## config.mk

```make
export PLATFORM = sky130hd
export DESIGN_NAME = dma_bus_arbiter
export DESIGN_NICKNAME = d
export VERILOG_FILES = /design/src/rtl/dab_pkg.sv /design/src/rtl/dab_sync.sv /design/src/rtl/dab_arbiter.sv /design/src/rtl/dab_direct.sv /design/src/rtl/dab_sysclk.sv /design/src/rtl/dma_bus_arbiter.sv
export SDC_FILE = /design/constraint.sdc
export NUM_CORES = 1
export LEC_CHECK = 0
export ABC_AREA = 1
export BUFFER_PORTS_ARGS = -buffer_cell sky130_fd_sc_hd__buf_4
export CORE_MARGIN = 1.5
export CORE_UTILIZATION = 38
export CTS_CLUSTER_SIZE = 8
export DETAILED_ROUTE_END_ITERATION = 6
export PLACE_DENSITY = 0.73
export SYNTH_ARGS = -nofsm -noshare
export SYNTH_HDL_FRONTEND = slang
export SYNTH_SLANG_ARGS = --single-unit
```

## constraint.sdc

```tcl
create_clock -name clk -period 1.3 [get_ports clk]
set_clock_uncertainty 0.2 [all_clocks]
set_input_delay 0.13 -clock clk [delete_from_list [all_inputs] [get_ports clk]]
set_output_delay 0.13 -clock clk [all_outputs]
set_load 0.01 [all_outputs]
```

## src/rtl/dab_pkg.sv

```systemverilog
package dab_pkg;

    typedef enum logic [2:0] {
        ARB_IDLE,
        ARB_GRANTED,
        ARB_DMA_CYCLE,
        ARB_RELEASE_PENDING,
        ARB_ERROR_END
    } arb_state_e;

    typedef enum logic [1:0] {
        DA_IDLE,
        DA_TURN,
        DA_SELECT,
        DA_DONE
    } da_state_e;

    // Active-low bus pins owned by the arbiter
    typedef struct packed {
        logic bgr_n;
        logic brls_n;
        logic ack_n;
        logic berr_n;
        logic halt_n;
    } dma_pins_t;

    localparam dma_pins_t PINS_QUIET = '1;

    function automatic dma_pins_t arb_decode(arb_state_e s, logic retry);
        dma_pins_t p;
        p = PINS_QUIET;
        case (s)
            ARB_GRANTED:         p.bgr_n = 1'b0;
            ARB_DMA_CYCLE: begin
                p.bgr_n = 1'b0;
                p.ack_n = 1'b0;
            end
            ARB_RELEASE_PENDING: begin
                p.bgr_n  = 1'b0;
                p.brls_n = 1'b0;
            end
            ARB_ERROR_END: begin
                p.bgr_n  = 1'b0;
                p.berr_n = 1'b0;
                p.halt_n = ~retry;
            end
            default: p = PINS_QUIET;
        endcase
        return p;
    endfunction

endpackage

```

## src/rtl/dab_sync.sv

```systemverilog
module dab_sync #(
    parameter int WIDTH  = 3,
    parameter int STAGES = 2
) (
    input  logic             clk,
    input  logic             rst,
    input  logic [WIDTH-1:0] d,
    output logic [WIDTH-1:0] q
);
    logic [WIDTH-1:0] stg [STAGES];

    genvar g;
    generate
        for (g = 0; g < STAGES; g++) begin : g_stage
            always_ff @(posedge clk) begin
                if (rst) begin
                    stg[g] <= '1;
                end else if (g == 0) begin
                    stg[g] <= d;
                end else begin
                    stg[g] <= stg[(g == 0) ? 0 : g - 1];
                end
            end
        end
    endgenerate

    assign q = stg[STAGES-1];
endmodule

```

## src/rtl/dab_arbiter.sv

```systemverilog
module dab_arbiter
    import dab_pkg::*;
(
    input  logic      clk,
    input  logic      rst,
    input  logic      req,
    input  logic      strobe,
    input  logic      hp_req,
    input  logic      err_abort,
    input  logic      err_retry,
    input  logic      dir_busy,
    output dma_pins_t pins,
    output logic      granted
);
    arb_state_e state, nxt;
    logic       retry_q;

    always_comb begin
        nxt = state;
        case (state)
            ARB_IDLE:
                if (req && !dir_busy) nxt = ARB_GRANTED;
            ARB_GRANTED:
                if (!req)        nxt = ARB_IDLE;
                else if (strobe) nxt = ARB_DMA_CYCLE;
                else if (hp_req) nxt = ARB_RELEASE_PENDING;
            ARB_DMA_CYCLE:
                if (!req)                        nxt = ARB_IDLE;
                else if (err_abort || err_retry) nxt = ARB_ERROR_END;
                else if (!strobe)                nxt = hp_req ? ARB_RELEASE_PENDING : ARB_GRANTED;
            ARB_RELEASE_PENDING:
                if (!req)        nxt = ARB_IDLE;
                else if (strobe) nxt = ARB_DMA_CYCLE;
            ARB_ERROR_END:
                if (!req)         nxt = ARB_IDLE;
                else if (!strobe) nxt = ARB_GRANTED;
            default: nxt = ARB_IDLE;
        endcase
    end

    always_ff @(posedge clk) begin
        if (rst) begin
            state   <= ARB_IDLE;
            retry_q <= 1'b0;
        end else begin
            state <= nxt;
            if (state == ARB_DMA_CYCLE && nxt == ARB_ERROR_END)
                retry_q <= err_retry;
        end
    end

    assign pins    = arb_decode(state, retry_q);
    assign granted = (state != ARB_IDLE);

    AST_GRANT_DROP: assert property (@(posedge clk) disable iff (rst)
        (!req && !pins.bgr_n) |=> pins.bgr_n);
    AST_RLS_NEEDS_GRANT: assert property (@(posedge clk) disable iff (rst)
        !pins.brls_n |-> !pins.bgr_n);
    AST_NO_ACK_ON_ERR: assert property (@(posedge clk) disable iff (rst)
        !pins.berr_n |-> pins.ack_n);
    AST_HALT_NEEDS_BERR: assert property (@(posedge clk) disable iff (rst)
        !pins.halt_n |-> !pins.berr_n);
endmodule

```

## src/rtl/dab_direct.sv

```systemverilog
module dab_direct
    import dab_pkg::*;
(
    input  logic clk,
    input  logic rst,
    input  logic host_req,
    input  logic arb_idle,
    input  logic bus_req,
    input  logic ack_seen,
    output logic cs_n,
    output logic ack_oe,
    output logic host_done,
    output logic busy
);
    da_state_e st;

    always_ff @(posedge clk) begin
        if (rst) begin
            st <= DA_IDLE;
        end else begin
            case (st)
                DA_IDLE:   if (host_req && arb_idle && !bus_req) st <= DA_TURN;
                DA_TURN:   st <= DA_SELECT;
                DA_SELECT: if (ack_seen) st <= DA_DONE;
                DA_DONE:   st <= DA_IDLE;
                default:   st <= DA_IDLE;
            endcase
        end
    end

    assign cs_n      = (st != DA_SELECT);
    assign ack_oe    = (st == DA_IDLE);
    assign host_done = (st == DA_DONE);
    assign busy      = (st != DA_IDLE);
endmodule

```

## src/rtl/dab_sysclk.sv

```systemverilog
module dab_sysclk #(
    parameter int CLK_DIV = 2
) (
    input  logic clk,
    input  logic rst,
    input  logic park,
    output logic sysclk
);
    localparam int CNT_W = (CLK_DIV > 1) ? $clog2(CLK_DIV) : 1;
    localparam logic [CNT_W-1:0] LAST = CNT_W'(CLK_DIV - 1);

    logic [CNT_W-1:0] cnt;

    always_ff @(posedge clk) begin
        if (rst || park) begin
            cnt    <= '0;
            sysclk <= 1'b1;
        end else if (cnt == LAST) begin
            cnt    <= '0;
            sysclk <= ~sysclk;
        end else begin
            cnt <= cnt + 1'b1;
        end
    end

    AST_CLK_PARKED: assert property (@(posedge clk) disable iff (rst)
        park |=> sysclk);
endmodule

```

## src/rtl/dma_bus_arbiter.sv

```systemverilog
module dma_bus_arbiter
    import dab_pkg::*;
#(
    parameter int SYNC_STAGES = 2,
    parameter int CLK_DIV     = 2
) (
    input  logic clk,
    input  logic rst,
    input  logic breq_n,
    input  logic strobe_n,
    input  logic hp_req,
    input  logic err_abort,
    input  logic err_retry,
    input  logic host_req,
    output logic host_done,
    output logic cs_n,
    input  logic ack_in_n,
    output logic ack_out_n,
    output logic ack_oe,
    output logic bgr_n,
    output logic brls_n,
    output logic berr_n,
    output logic halt_n,
    input  logic dben_n,
    output logic buf_oe,
    input  logic clk_hold,
    input  logic pwr_dn,
    output logic sysclk
);
    localparam int NSYNC = 3;

    logic [NSYNC-1:0] raw_n, syn_n;
    dma_pins_t        pins;
    logic             granted, dir_busy;

    assign raw_n = {breq_n, strobe_n, ack_in_n};

    dab_sync #(.WIDTH(NSYNC), .STAGES(SYNC_STAGES)) u_sync (
        .clk (clk),
        .rst (rst),
        .d   (raw_n),
        .q   (syn_n)
    );

    dab_arbiter u_arb (
        .clk       (clk),
        .rst       (rst),
        .req       (~syn_n[2]),
        .strobe    (~syn_n[1]),
        .hp_req    (hp_req),
        .err_abort (err_abort),
        .err_retry (err_retry),
        .dir_busy  (dir_busy),
        .pins      (pins),
        .granted   (granted)
    );

    dab_direct u_dir (
        .clk       (clk),
        .rst       (rst),
        .host_req  (host_req),
        .arb_idle  (~granted),
        .bus_req   (~syn_n[2]),
        .ack_seen  (~syn_n[0]),
        .cs_n      (cs_n),
        .ack_oe    (ack_oe),
        .host_done (host_done),
        .busy      (dir_busy)
    );

    dab_sysclk #(.CLK_DIV(CLK_DIV)) u_clk (
        .clk    (clk),
        .rst    (rst),
        .park   (clk_hold | pwr_dn),
        .sysclk (sysclk)
    );

    assign bgr_n     = pins.bgr_n;
    assign brls_n    = pins.brls_n;
    assign ack_out_n = pins.ack_n;
    assign berr_n    = pins.berr_n;
    assign halt_n    = pins.halt_n;
    assign buf_oe    = ~dben_n & (granted | ~cs_n);

    AST_ACK_INPUT_ONLY_DIRECT: assert property (@(posedge clk) disable iff (rst)
        !ack_oe |-> bgr_n);
    AST_ACK_TURNAROUND: assert property (@(posedge clk) disable iff (rst)
        $fell(cs_n) |-> $past(!ack_oe));
    AST_CS_NO_DRIVE: assert property (@(posedge clk) disable iff (rst)
        !cs_n |-> !ack_oe);
    AST_CS_GRANT_EXCL: assert property (@(posedge clk) disable iff (rst)
        !cs_n |-> bgr_n);
endmodule

```

Yosys cells after proc, flatten, opt, wreduce, memory -nomap -nowiden

Memories as Yosys holds them, arrays and structs flattened.
Index checks and enable logic that the tools add are counted.

Bits in registers: 8
Bits in latches: 0
Bits in writable memories: 6
Bits in read-only memories: 0
Output and inout port bits: 10
Memories: 1

Memory list:

| name       | depth | width | read ports | clocked after Yosys merged registers in | write ports | RTL line       | source |
|---|---|---|---|---|---|---|---|
| u_sync.stg | 2     | 3     | 2          | 0                                       | 2           | dab_sync.sv:10 | `logic [WIDTH-1:0] stg [STAGES];` |

Add/sub/neg operators: 1
Multiply operators: 0
Div/mod/pow operators: 0
Order comparisons: 0
Eq/ne operators: 11
Shift-type cells: 0
Multiplexer cells: 25
Bitwise operators: 11
Reduce and logical (&&, ||, !) cells: 14

Operators with widths:

| operator                                                                | number |
|---|---|
| 3-bit two-way mux                                                       | 13 |
| 3-bit case mux with 5 select lines                                      | 1 |
| 2-bit two-way mux                                                       | 4 |
| 2-bit case mux with 4 select lines                                      | 1 |
| 3-bit by 2-bit equality test with 1-bit output, second input constant   | 2 |
| 3-bit equality test, second input constant                              | 2 |
| 1-bit two-way mux                                                       | 6 |
| 1-bit inverter                                                          | 6 |
| 2-bit equality test, second input constant                              | 2 |
| 1-bit logical AND                                                       | 4 |
| 2-bit inequality test, second input constant                            | 2 |
| 1-bit bitwise OR                                                        | 4 |
| 4-bit OR reduction                                                      | 1 |
| 3-bit by 1-bit equality test with 1-bit output, second input constant   | 1 |
| 3-bit zero test                                                         | 1 |
| 3-bit nonzero test                                                      | 1 |
| 2-bit by 1-bit equality test with 1-bit output, second input constant   | 1 |
| 2-bit zero test                                                         | 1 |
| 1-bit logical OR                                                        | 2 |
| 2-bit by 1-bit inequality test with 1-bit output, second input constant | 1 |
| 2-bit AND reduction                                                     | 1 |
| 2-bit nonzero test                                                      | 1 |
| 2-bit OR reduction                                                      | 1 |
| 1-bit adder, second input constant                                      | 1 |
| other kinds (2)                                                         | 2 |

Longest topological paths before layout

Depth in word-level cells: 7
Depth in mapped cells: 8
Depth with buffers taken out: 8

Cells and area by module

From an unflattened synthesis, not the netlist that was laid out.

Cells, all modules: 118
Area, all modules: 774.5 µm²

Modules (own cells, without submodules):

| module          | times used | cells each | area each (µm²) | sequential area each (µm²) |
|---|---|---|---|---|
| dab_arbiter     | 1          | 59         | 321.6           | 80.1 |
| dab_direct      | 1          | 25         | 176.4           | 40.0 |
| dab_sync        | 1          | 19         | 168.9           | 120.1 |
| dab_sysclk      | 1          | 9          | 81.3            | 40.0 |
| dma_bus_arbiter | 1          | 6          | 26.3            | 0.0 |

Worst setup path before layout

OpenSTA, ideal clock, no wires.

Path type: register to register
From: register u_dir.st[0]
To: register u_arb.state[0]
Arrival: 991 ps
Setup slack: -16 ps
Stages on the path, launching flop included: 9
Buffers on the path: 0
Clock period less this slack: 1316 ps
Path through: dfxtp_1 -> inv_1 -> ha_1 -> inv_1 -> nor2_1 -> nand3_1 -> nand3_1 -> nor2_1 -> nor2_1

Longest elaborated chain between the ends: 5

Ends and longest elaborated chain:

| item                               | RTL line          | source |
|---|---|---|
| from (decl)                        | dab_direct.sv:15  | `da_state_e st;` |
| from (signal assigned)             | dab_direct.sv:19  | `st <= DA_IDLE;` |
| from (signal assigned)             | dab_direct.sv:22  | `DA_IDLE: if (host_req && arb_idle && !bus_req) st <= DA_TURN;` |
| from (signal assigned)             | dab_direct.sv:23  | `DA_TURN: st <= DA_SELECT;` |
| 2-bit nonzero test                 | dab_direct.sv:34  | `assign busy = (st != DA_IDLE);` |
| 1-bit zero test                    | dab_arbiter.sv:22 | `if (req && !dir_busy) nxt = ARB_GRANTED;` |
| 1-bit logical AND                  | dab_arbiter.sv:22 |  |
| 3-bit two-way mux                  | dab_arbiter.sv:22 |  |
| 3-bit case mux with 5 select lines | dab_arbiter.sv:20 | `case (state)` |
| to (signal assigned)               | dab_arbiter.sv:46 | `state <= nxt;` |
| to (decl)                          | dab_arbiter.sv:15 | `arb_state_e state, nxt;` |

Every way passes these cells.
A chain may end at the register's enable or synchronous reset.

Worst setup path in the final report

From: register u_arb.state[0]
To: output port halt_n

Longest elaborated chain between the ends: 2

Ends and longest elaborated chain:

| item                | RTL line              | source |
|---|---|---|
| 3-bit equality test | dab_pkg.sv:32         | `case (s)` |
| 2-bit two-way mux   | dab_pkg.sv:32         |  |
| to (decl)           | dma_bus_arbiter.sv:23 | `output logic halt_n,` |

Every way passes these cells.

==> results.cfg <==
[cts]
clock_latency_ps = 270
cts_buffers = 3
cts.sinks = 14
root_buffer = clkbuf_4
htreeDepth = 1
clk_pin_slew_ps = 80
cts.path.max_buffers = 2
cts_tree = done

[synthesis]
synth_area_sq_um = 723
yosysTopAreaCell = dfxtp_1
synth_top_area_share_pct = 38.8
synth_seq_cells = 14
ys_seq_area_share_pct = 38.8
syn_nets = 122
ys_top_cells_by_area = dfxtp_1 (39%), nand2_1 (12%), nor2_1 (9.3%), inv_1 (7.8%), ha_1 (6.9%)
ys_warn_count = 0
avgSynthCellArea_sq_um = 6.82
synth.distinct_cells = 19
synth_cells = 106

[sta]
final-hold-violation-count = 0
max_slew_margin_pct = 84.2
fin_crit_sh_pct = 119
period_minus_slack_ps = 1550
final-setup-viol-count = 13
grt_setup_unrepaired = true
slew_violations = 0
fmax_ghz = 0.644
worst_slack_ps = -253
tightest_slew_ps = 234
holdWs_ps = 110

[drt]
drc = 0
avgRoutedWirePerCell_microns = 11.6
firstDrtPassIters = 4
vias = 845
routed_via_density = 4.69
drtIter0Drc = 9
finalWirelength_microns = 2080
final_antenna_net_count = 0

[final_layout]
area_growth_pct = 84.8
drive_gt1_share_pct = 54.2
num-fill-cells = 136
fin_util_pct = 75.7
diodes = 0
layout.nets = 172

[floorplan]
io_pins = 22
initial_core_util_pct = 41.0
rows = 15
fp.dieW_microns = 46.6
dieArea_sq_um = 2170
fp.coreArea_sq_um = 1760
die_y_microns = 46.6

[worst_setup_path]
cp_slowest_cell = dfxtp_4
crit_buf_inv = 2
cp_cell_sequence = inv_2, nand2_2, nor2_2, nand2_1, buf_4
reg2reg_to = u_arb.state[0]$_SDFF_PP0_
timing.rr.start = u_dir.st[0]$_SDFFE_PP0P_
crit_type = reg -> out
crit_family = flip-flops
endpoint_kind = output pin
required_ps = 970
cp.arrival_ps = 1220
slowest_delay_ps = 370
cp-start-kind = flip-flop
crit_fanout = 6
rr_worst_depth = 9
r2r_setup_slack_ps = -70

[grt]
grt_use_met2_pct = 39.7
grt_overflow_total = 0
grt_pass1_wl_microns = 3070
use_met1_pct = 19.1
grt_pass1_vias = 792
grt_max_degree = 13
busiest_layer = met2
grt_util_met3_pct = 3.14
antenna_found_initial = 0
grt_usage_pct = 20.5

[run_status]
outcome = finished, violations left
failed_checks = setup timing

[power]
p_int_mw = 1.14
clkPwrFrac_pct = 17.4
p_per_area_nw_per_um2 = 1280
switching_share_pct = 33.3
peakVddDrop_mv = 0.893
combPwrFrac_pct = 52.7
power_mw = 1.72
leakage_nw = 0.621
seqPwrFrac_pct = 29.9
p_switching_mw = 0.572

[place]
io_buffers = 21
dp_worst_setup_slack_ps = -43.1
dpl.hpwl_microns = 1290
place_congestion = 0.908

[min_path]
min_path_type = in -> reg
hold_end = u_arb.state[0]$_SDFF_PP0_
hold-path-cell-count = 7
min-delay-start = hp_req

[flow_run]
drv_cap = 0
[tightest hold or removal path: cells and delay by family]
kind          cells  cell delay, ps
simple gates      6             340
buf+inv           1              80
[flip-flops by register name, indices dropped and copies added (netlist names)]
name,flops
u_arb.state,3
u_sync.stg,6
u_arb.retry_q,1
u_dir.st,2
u_clk.cnt,1
u_clk.sysclk,1
[cells in the mapped netlist (all sizes together)]
cell / count
dfxtp: 14
clkbuf: 1
or2: 6
inv: 18
nand3: 11
nand2: 23
o22ai: 1
o21ai: 1
nor3: 1
a21oi: 2
a31o: 1
o211ai: 1
ha: 4
xnor2: 1
nor2: 19
nor4: 2
[cells in the final DEF, fill, tap and decap left out, types with 4 or more instances in the layout]
cell and instances:
dfxtp_1 7, nand3_1 6, buf_4 29, nor2_1 15
buf_6 10, or2_2 6, inv_1 9, dfxtp_2 4
inv_2 6, dlygate4sd3_1 7, nand3_2 4, ha_4 4
nand2_1 19
[area by class of cell]
class                           instances  area (sq um)  share of cell area (%)
Multi-Input combinational cell         73           497                    37.2
Timing Repair Buffer                   46           400                    30.0
Sequential cell                        14           297                    22.2
Tap cell                               25          31.3                    2.34
Clock buffer                            4          36.3                    2.72
Inverter                               18          75.1                    5.62
[metal layers]
metal,vias to the layer above,routed length (microns)
li1,429,-
met1,383,800
met2,23,1120
met3,10,69
met4,0,93
met5,-,0
[timing repair]
action,CTS,global route
buffers inserted,6,5
hold buffers,7,0
gates resized for setup,28,24
gates cloned,0,0
endpoints found under the hold margin,12,0
pin swaps,4,13
setup endpoints to repair,14,15
[worst max path at each step]
| stage | from | endpoint | slack, ps | cells past startpoint |
|---|---|---|---|---|
| 2_1_floorplan | u_dir.st[0]$_SDFFE_PP0P_ | buf_oe | 10 | 5 |
| 3_3_place_gp | u_dir.st[0]$_SDFFE_PP0P_ | buf_oe | -30 | 6 |
| 3_5_place_dp | u_dir.st[0]$_SDFFE_PP0P_ | buf_oe | -40 | 6 |
| 4_1_cts | u_arb.state[1]$_SDFF_PP0_ | bgr_n | -240 | 5 |
| 5_1_grt | u_arb.state[2]$_SDFF_PP0_ | bgr_n | -310 | 5 |
| 6_report | u_arb.state[0]$_SDFF_PP0_ | halt_n | -250 | 5 |
[power groups by stage]
stage	combinational (mW)	sequential [mW]	clock, mW
final	0.904	0.513	0.299
after global routing	0.968	0.518	0.318
after CTS	0.651	0.512	0.306
after detailed placement	0.494	0.504	0
after global placement	0.475	0.503	0
after floorplan	0.269	0.504	0
[metrics by stage]
| stage | TNS (ps) | instance area, sq um | instances |
|---|---|---|---|
| final | -1870 | 1340 | 180 |
| after detailed placement | -152 | 970 | 158 |
| after CTS | -1560 | 1210 | 175 |
| after floorplan | 0 | 732 | 106 |
| after global placement | -36.5 | 970 | 158 |
| after global routing | -2590 | 1340 | 180 |
[cell families (layout without fill, tap and decap cells)]
group | after synthesis | after routing | share of synthesized area [%]
simple gates | 62 | 62 | 38.1
xor+xnor | 1 | 1 | 1.21
compound gates | 6 | 6 | 5.19
buf+inv | 19 | 68 | 9.86
flops | 14 | 14 | 38.8
fa+ha+maj | 4 | 4 | 6.92
(Power assumes the default switching activity.)
